==> src/rtl/hrf_pkg.sv <==
package hrf_pkg;
  localparam logic [7:0] OFF_SRST  = 8'h00;
  localparam logic [7:0] OFF_LENHI = 8'h04;
  localparam logic [7:0] OFF_LENLO = 8'h08;
  localparam logic [7:0] OFF_CTRL  = 8'h0C;
  localparam logic [7:0] OFF_STAT  = 8'h10;
  localparam logic [7:0] OFF_EN    = 8'h14;
  localparam logic [7:0] OFF_CLR   = 8'h18;
  localparam logic [7:0] OFF_QUEUE = 8'h1C;
  localparam logic [7:0] OFF_REV   = 8'h50;

  typedef enum logic [1:0] {
    ALG_MD5    = 2'd0,
    ALG_SHA1   = 2'd1,
    ALG_SHA224 = 2'd2,
    ALG_SHA256 = 2'd3
  } algo_e;

  // status bit positions
  localparam int ST_AVAIL  = 0;
  localparam int ST_DONE   = 1;
  localparam int ST_RD_ERR = 2;
  localparam int ST_WR_ERR = 3;

  function automatic int digest_words(algo_e a);
    case (a)
      ALG_MD5:    return 4;
      ALG_SHA1:   return 5;
      ALG_SHA224: return 7;
      default:    return 8;
    endcase
  endfunction
endpackage

==> src/rtl/hrf_result_stack.sv <==
module hrf_result_stack #(
  parameter int DW    = 32,
  parameter int DEPTH = 8
) (
  input  logic          clk_i,
  input  logic          rst_ni,
  input  logic          flush_i,
  input  logic          push_i,
  input  logic [DW-1:0] din_i,
  input  logic          pop_i,
  output logic [DW-1:0] top_o,
  output logic          empty_o
);
  localparam int PW = (DEPTH > 1) ? $clog2(DEPTH) : 1;
  localparam int CW = $clog2(DEPTH + 1);

  logic [DW-1:0] mem [DEPTH];
  logic [CW-1:0] cnt;
  logic [PW-1:0] top_idx;
  logic          pop_ok, push_ok;

  assign top_idx = PW'(cnt - 1'b1);
  assign empty_o = (cnt == '0);
  assign top_o   = empty_o ? '0 : mem[top_idx];
  assign pop_ok  = pop_i && !empty_o;
  assign push_ok = push_i && ((cnt < CW'(DEPTH)) || pop_ok);

  always_ff @(posedge clk_i or negedge rst_ni) begin
    if (!rst_ni) begin
      cnt <= '0;
    end else if (flush_i) begin
      cnt <= '0;
    end else begin
      case ({push_ok, pop_ok})
        2'b10: begin
          mem[PW'(cnt)] <= din_i;
          cnt <= cnt + 1'b1;
        end
        2'b01: cnt <= cnt - 1'b1;
        2'b11: mem[top_idx] <= din_i;
        default: ;
      endcase
    end
  end

  p_depth_bound_r8: assert property (@(posedge clk_i) disable iff (!rst_ni)
    cnt <= CW'(DEPTH));
  p_pop_shrinks_r8: assert property (@(posedge clk_i) disable iff (!rst_ni)
    (pop_ok && !push_i && !flush_i) |=> (cnt == $past(cnt) - 1'b1));
endmodule

==> src/rtl/hrf_data_gate.sv <==
module hrf_data_gate #(
  parameter int DW  = 32,
  parameter int GAP = 2
) (
  input  logic          clk_i,
  input  logic          rst_ni,
  input  logic          flush_i,
  input  logic          ctl_wr_i,
  input  logic          data_we_i,
  input  logic [DW-1:0] data_i,
  output logic          valid_o,
  output logic [DW-1:0] data_o,
  output logic          wr_err_o
);
  localparam int GW = $clog2(GAP + 1);

  logic          cfg_ok;
  logic [GW-1:0] gap_cnt;
  logic          accept;

  assign accept   = data_we_i && cfg_ok && (gap_cnt == '0) && !ctl_wr_i && !flush_i;
  assign wr_err_o = data_we_i && !flush_i && !accept;

  always_ff @(posedge clk_i or negedge rst_ni) begin
    if (!rst_ni) begin
      cfg_ok  <= 1'b0;
      gap_cnt <= '0;
      valid_o <= 1'b0;
      data_o  <= '0;
    end else if (flush_i) begin
      cfg_ok  <= 1'b0;
      gap_cnt <= '0;
      valid_o <= 1'b0;
    end else begin
      valid_o <= accept;
      if (accept) data_o <= data_i;
      if (ctl_wr_i) begin
        cfg_ok  <= 1'b1;
        gap_cnt <= GW'(GAP);
      end else if (gap_cnt != '0) begin
        gap_cnt <= gap_cnt - 1'b1;
      end
    end
  end

  // two idle cycles between control write and first accepted word
  p_gap_r5: assert property (@(posedge clk_i) disable iff (!rst_ni)
    valid_o |-> (!$past(ctl_wr_i) && !$past(ctl_wr_i, 2) && !$past(ctl_wr_i, 3)));
endmodule

==> src/rtl/hrf_irq_ctrl.sv <==
module hrf_irq_ctrl #(
  parameter int NB = 4
) (
  input  logic          clk_i,
  input  logic          rst_ni,
  input  logic          flush_i,
  input  logic [NB-1:0] set_i,
  input  logic          clr_we_i,
  input  logic          en_we_i,
  input  logic [NB-1:0] wdata_i,
  output logic [NB-1:0] status_o,
  output logic [NB-1:0] en_o,
  output logic          irq_o
);
  always_ff @(posedge clk_i or negedge rst_ni) begin
    if (!rst_ni) begin
      status_o <= '0;
      en_o     <= '0;
    end else if (flush_i) begin
      status_o <= '0;
      en_o     <= '0;
    end else begin
      // a set in the same cycle wins over a clear
      status_o <= (status_o & ~(clr_we_i ? wdata_i : '0)) | set_i;
      if (en_we_i) en_o <= wdata_i;
    end
  end

  assign irq_o = |(status_o & en_o);

  p_clear_r10: assert property (@(posedge clk_i) disable iff (!rst_ni)
    (clr_we_i && !flush_i) |=> ((status_o & $past(wdata_i & ~set_i)) == '0));
endmodule

==> src/rtl/hash_regfront.sv <==
module hash_regfront
  import hrf_pkg::*;
#(
  parameter int          DW       = 32,
  parameter int          AW       = 8,
  parameter int          QDEPTH   = 8,
  parameter int          GAP      = 2,
  parameter logic [31:0] REVISION = 32'h0001_0203
) (
  input  logic          clk_i,
  input  logic          rst_ni,
  input  logic          reg_we_i,
  input  logic          reg_re_i,
  input  logic [AW-1:0] reg_addr_i,
  input  logic [DW-1:0] reg_wdata_i,
  output logic [DW-1:0] reg_rdata_o,
  input  logic          data_we_i,
  input  logic [DW-1:0] data_i,
  output logic          eng_start_o,
  output logic [1:0]    eng_algo_o,
  output logic [1:0]    eng_byte_order_o,
  output logic [2*DW-1:0] eng_len_o,
  output logic          eng_data_valid_o,
  output logic [DW-1:0] eng_data_o,
  input  logic          eng_res_valid_i,
  input  logic [DW-1:0] eng_res_i,
  output logic          irq_o
);
  localparam int CW = $clog2(QDEPTH + 1);
  localparam int NB = 4;

  logic          srst_q;
  logic          live_wr, live_rd, ctl_wr, pop, push, done, rd_err, wr_err;
  logic [DW-1:0] len_hi, len_lo, q_top, rd_mux;
  logic [1:0]    algo_q, bo_q;
  logic [CW-1:0] rx_cnt, exp_words;
  logic          q_empty;
  logic [NB-1:0] status, en, set_vec;

  assign live_wr = reg_we_i && !srst_q;
  assign live_rd = reg_re_i && !srst_q;
  assign ctl_wr  = live_wr && (reg_addr_i == AW'(OFF_CTRL));
  assign pop     = live_rd && (reg_addr_i == AW'(OFF_QUEUE));
  assign rd_err  = pop && q_empty;

  assign exp_words = CW'(digest_words(algo_e'(algo_q)));
  assign push      = eng_res_valid_i && !srst_q && !ctl_wr && (rx_cnt < exp_words);
  assign done      = push && ((rx_cnt + 1'b1) == exp_words);

  always_ff @(posedge clk_i or negedge rst_ni) begin
    if (!rst_ni) begin
      srst_q      <= 1'b0;
      len_hi      <= '0;
      len_lo      <= '0;
      algo_q      <= '0;
      bo_q        <= '0;
      eng_start_o <= 1'b0;
      rx_cnt      <= '0;
    end else begin
      if (reg_we_i && reg_addr_i == AW'(OFF_SRST)) srst_q <= reg_wdata_i[0];
      if (srst_q) begin
        len_hi      <= '0;
        len_lo      <= '0;
        algo_q      <= '0;
        bo_q        <= '0;
        eng_start_o <= 1'b0;
        rx_cnt      <= '0;
      end else begin
        eng_start_o <= ctl_wr;
        if (live_wr && reg_addr_i == AW'(OFF_LENHI)) len_hi <= reg_wdata_i;
        if (live_wr && reg_addr_i == AW'(OFF_LENLO)) len_lo <= reg_wdata_i;
        if (ctl_wr) begin
          algo_q <= reg_wdata_i[1:0];
          bo_q   <= reg_wdata_i[9:8];
          rx_cnt <= '0;
        end else if (push) begin
          rx_cnt <= rx_cnt + 1'b1;
        end
      end
    end
  end

  assign eng_algo_o       = algo_q;
  assign eng_byte_order_o = bo_q;
  assign eng_len_o        = {len_hi, len_lo};

  hrf_result_stack #(.DW(DW), .DEPTH(QDEPTH)) u_stack (
    .clk_i   (clk_i),
    .rst_ni  (rst_ni),
    .flush_i (srst_q || ctl_wr),
    .push_i  (push),
    .din_i   (eng_res_i),
    .pop_i   (pop),
    .top_o   (q_top),
    .empty_o (q_empty)
  );

  hrf_data_gate #(.DW(DW), .GAP(GAP)) u_gate (
    .clk_i     (clk_i),
    .rst_ni    (rst_ni),
    .flush_i   (srst_q),
    .ctl_wr_i  (ctl_wr),
    .data_we_i (data_we_i),
    .data_i    (data_i),
    .valid_o   (eng_data_valid_o),
    .data_o    (eng_data_o),
    .wr_err_o  (wr_err)
  );

  always_comb begin
    set_vec            = '0;
    set_vec[ST_AVAIL]  = push;
    set_vec[ST_DONE]   = done;
    set_vec[ST_RD_ERR] = rd_err;
    set_vec[ST_WR_ERR] = wr_err;
  end

  hrf_irq_ctrl #(.NB(NB)) u_irq (
    .clk_i    (clk_i),
    .rst_ni   (rst_ni),
    .flush_i  (srst_q),
    .set_i    (set_vec),
    .clr_we_i (live_wr && reg_addr_i == AW'(OFF_CLR)),
    .en_we_i  (live_wr && reg_addr_i == AW'(OFF_EN)),
    .wdata_i  (reg_wdata_i[NB-1:0]),
    .status_o (status),
    .en_o     (en),
    .irq_o    (irq_o)
  );

  always_comb begin
    case (reg_addr_i)
      AW'(OFF_SRST):  rd_mux = {{(DW-1){1'b0}}, srst_q};
      AW'(OFF_LENHI): rd_mux = len_hi;
      AW'(OFF_LENLO): rd_mux = len_lo;
      AW'(OFF_CTRL):  rd_mux = {{(DW-10){1'b0}}, bo_q, 6'b0, algo_q};
      AW'(OFF_STAT):  rd_mux = {{(DW-9){1'b0}}, irq_o, {(8-NB){1'b0}}, status};
      AW'(OFF_EN):    rd_mux = {{(DW-NB){1'b0}}, en};
      AW'(OFF_QUEUE): rd_mux = q_top;
      AW'(OFF_REV):   rd_mux = REVISION;
      default:        rd_mux = '0;
    endcase
  end

  always_ff @(posedge clk_i or negedge rst_ni) begin
    if (!rst_ni)       reg_rdata_o <= '0;
    else if (reg_re_i) reg_rdata_o <= rd_mux;
    else               reg_rdata_o <= '0;
  end

  p_rd_err_r9: assert property (@(posedge clk_i) disable iff (!rst_ni)
    (pop && q_empty) |=> status[ST_RD_ERR]);
  p_srst_quiet_r2: assert property (@(posedge clk_i) disable iff (!rst_ni)
    srst_q |=> (status == '0 && !irq_o && !eng_data_valid_o));
  p_start_fields_r4: assert property (@(posedge clk_i) disable iff (!rst_ni)
    eng_start_o |-> (eng_algo_o == $past(reg_wdata_i[1:0])));
endmodule

==> config.mk <==
export PLATFORM = sky130hd
export DESIGN_NAME = hash_regfront
export DESIGN_NICKNAME = d
export VERILOG_FILES = /design/src/rtl/hrf_pkg.sv /design/src/rtl/hrf_result_stack.sv /design/src/rtl/hrf_data_gate.sv /design/src/rtl/hrf_irq_ctrl.sv /design/src/rtl/hash_regfront.sv
export SDC_FILE = /design/constraint.sdc
export NUM_CORES = 1
export LEC_CHECK = 0
export CAP_MARGIN = 0
export CORE_MARGIN = 10
export CORE_UTILIZATION = 50
export DETAILED_ROUTE_END_ITERATION = 6
export GPL_ROUTABILITY_DRIVEN = 0
export PLACE_DENSITY = 0.74
export SYNTH_ARGS = -nofsm -noshare
export SYNTH_HDL_FRONTEND = slang
export SYNTH_SLANG_ARGS = --single-unit
==> constraint.sdc <==
create_clock -name clk_i -period 6.31 [get_ports clk_i]
set_input_delay 0.9465 -clock clk_i [delete_from_list [all_inputs] [get_ports clk_i]]
set_output_delay 0.9465 -clock clk_i [all_outputs]
set_load 0.005 [all_outputs]
==> impl_metrics.yaml <==
synthesis:
  synth_nets: 1115
  yosysUniqueCellTypes: 58
  ys_seq_elements: 410
  synth.area.top_cells: "edfxtp_1, dfrtp_1, mux4_2"
  async_flop_share: 0.376
  yosysTopAreaCell: "edfxtp_1"
  synth_edf_count: 256
  synth_cells: 991
  syn_area_sq_um: 16700
  synth_seq_area_share: 0.689
  synth.top_cell.area_share: 0.459
  ys_warn_count: 0
  synth_ff_type: "edfxtp_1"
  syn_area_per_cell_sq_um: 16.9
cts:
  ctsRootBufferMaster: "clkbuf_16"
  clock-sinks: 410
  post_cts_buffers: 0
  cts.path.max_buffers: 3
  cts_tree: "yes"
  cts.clk_slew.worst_paths_ps: 60
  cts_hold_buf: 0
  clock_latency_ps: 540
  cts_resized: 0
  ctsHtreeMaxLevel: 2
  cts_made_buffers: 42
placement:
  dp_hpwl_um: 29000
  dp.cells: 1636
  port_buffers: 244
worst_setup_path:
  cp-end-kind: "flop"
  crit_type: "in -> reg"
  cp_max_fo: 18
  critPathLaunchType: "primary input"
  critPathArrivalTime_ps: 4890
  worstPathRequired_ps: 6530
finish:
  nNetsFinal: 1362
  fin_cells: 1713
  antenna_cells: 0
  layout-drive-gt1-share: 0.172
  fin_util: 0.644
  areaGrowthSynthToFinish_pct: 26.1
global_route:
  grt_pass1_vias: 10572
  grt_max_degree: 81
  grt_pass1_wl_um: 66700
  globalRouteTotalUtil: 0.209
  grt-ovfl-total: 0
  antenna_found_initial: 2
die:
  fp.dieW_um: 203
  initial_core_util: 0.511
  io_pins: 245
  rows: 66
  die_h_um: 203
  core_area_sq_um: 32800
  fp.dieArea_sq_um: 41200
timing:
  slew_viol_final: 0
  relSlewSlack: 0.147
  tightest_slew_ps: 1280
  fin_tns_setup_ps: 0
  clock.fmax_ghz: 0.214
  hold_viol: 0
  finalSetupViolCount: 0
  period_share: 0.739
  rsz0062_at_grt: "no"
  finalCriticalPeriod_ps: 4660
  finalClockSkew_ps: 24.0
drt:
  antenna_left: 0
  avgRoutedWirePerCell_um: 25.2
  vias: 9926
  drt-total-wl_um: 43200
  via_per_inst: 5.79
  drt_iter0_markers: 789
  drcViolationCount: 0
  drtPass1Iterations: 5
hold_path:
  holdCritPathClass: "in -> async"
power_and_ir_drop:
  p_per_area_nw_per_um2: 391
  ir_drop_mv: 0.213
  p_total_w: 0.00825
  p_leak_nw: 7.72
run_status:
  status: "finished clean"
job:
  cap_violations: 0
critical path, stage by stage:
cell             delay, ps
clkdlybuf4s50_1        700
and4bb_1               450
a31oi_1                220
buf_4                  190
nand3_1                150
a21oi_1                230
ha_1                   240
nand3b_1                90
a31oi_1                470
o211ai_1               330
a21oi_4                580
buf_12                 250
per-layer routing:
| layer | vias up | share of wire | GRT usage |
|---|---|---|---|
| li1 | 4366 | - | - |
| met1 | 5056 | 0.42 | 0.282 |
| met2 | 437 | 0.47 | 0.331 |
| met3 | 63 | 0.083 | 0.0516 |
| met4 | 4 | 0.021 | 0.0594 |
| met5 | - | 0.00053 | 0 |
synthesized netlist by cell type, drive strengths merged, types with 2 or more instances:
library cell    n
nand2          39
o21ai          45
or4             3
nor4b           3
o22a            2
nand3b          5
a311oi          2
a21o            2
nand2b         36
nor3            5
a31oi           3
dfrtp         154
o22ai          32
or3b            3
xnor2           3
nor3b           3
o211ai          5
buf            33
a21oi          20
nor2b          10
mux4           65
mux2i          41
or3             3
inv            18
nor4            2
ha             14
mux2           36
a2bb2oi         2
a22o           38
a22oi          30
xor2            7
nand4b          3
and2            2
clkbuf         27
nand3          10
nor2           18
edfxtp        256
path summary, 6_finish.rpt:
check	from	end	cells after the start	slack, ps
max in group asynchronous	rst_ni	u_gate.data_o[10]	2	4410
min reg2reg	u_gate.data_o[30]	u_gate.data_o[30]	1	500
min	rst_ni	len_lo[1]	1	430
max reg2reg	eng_algo_o[0]	u_stack.mem[7][18]	14	2010
min in group clk_i	u_gate.data_o[30]	u_gate.data_o[30]	1	500
max	reg_addr_i[2]	u_stack.mem[7][18]	12	1650
placed cells by master (no fill, tap or decap), types with 10 or more instances in the layout:
cell type	n
edfxtp_1	256
clkdlybuf4s50_1	243
dfrtp_1	152
mux4_2	65
o21ai_0	44
clkbuf_16	43
mux2i_1	41
nand2_1	39
a22o_1	38
nand2b_1	36
mux2_2	34
a22oi_1	30
inv_1	18
o22ai_1	18
nor2_1	17
buf_4	17
o22ai_2	14
ha_1	13
a21oi_1	12
nor2b_1	10
nand3_1	10
power by group:
part           internal (W)  switching (W)
sequential          0.00314       0.000227
clock               0.00148        0.00100
combinational       0.00125        0.00114
total               0.00588        0.00237
per-stage QoR:
stage / hold slack (ps) / area [sq um] / setup WS (ps)
final: 435 / 21100 / 1650
after CTS: 465 / 21100 / 1710
after floorplan: 449 / 16700 / 1230
after detailed placement: 484 / 19700 / 1190
after global placement: 462 / 19700 / 1300
after global routing: 497 / 21100 / 1330
layout make-up:
cell class | count | area, sq um
Clock buffer | 54 | 1140
Clock inverter | 23 | 258
Fill cell | 2291 | 11700
Inverter | 18 | 67.6
Multi-Input combinational cell | 503 | 4940
Sequential cell | 410 | 11500
Tap cell | 442 | 553
Timing Repair Buffer | 263 | 2610
logic make-up (layout without fill, tap and decap cells):
family / after synthesis / after routing / share of synthesized area
flip-flops: 410 / 410 / 0.689
XOR/XNOR: 10 / 10 / 0.00523
multiplexers: 142 / 142 / 0.136
buffers and inverters: 78 / 358 / 0.0242
adder cells (fa/ha/maj): 14 / 14 / 0.0105
AND/OR/NAND/NOR: 150 / 150 / 0.0540
AO/OA/AOI/OAI: 187 / 187 / 0.0807
registers in the layout, summed over array words and instances, names as in the netlist, 4 cells and up:
signal          cells
len_lo             32
u_stack.mem       256
u_gate.data_o      32
u_irq.en_o          4
u_irq.status_o      4
rx_cnt              4
len_hi             32
u_stack.cnt         4
reg_rdata_o        32
Power figures use the tool's default switching activity.
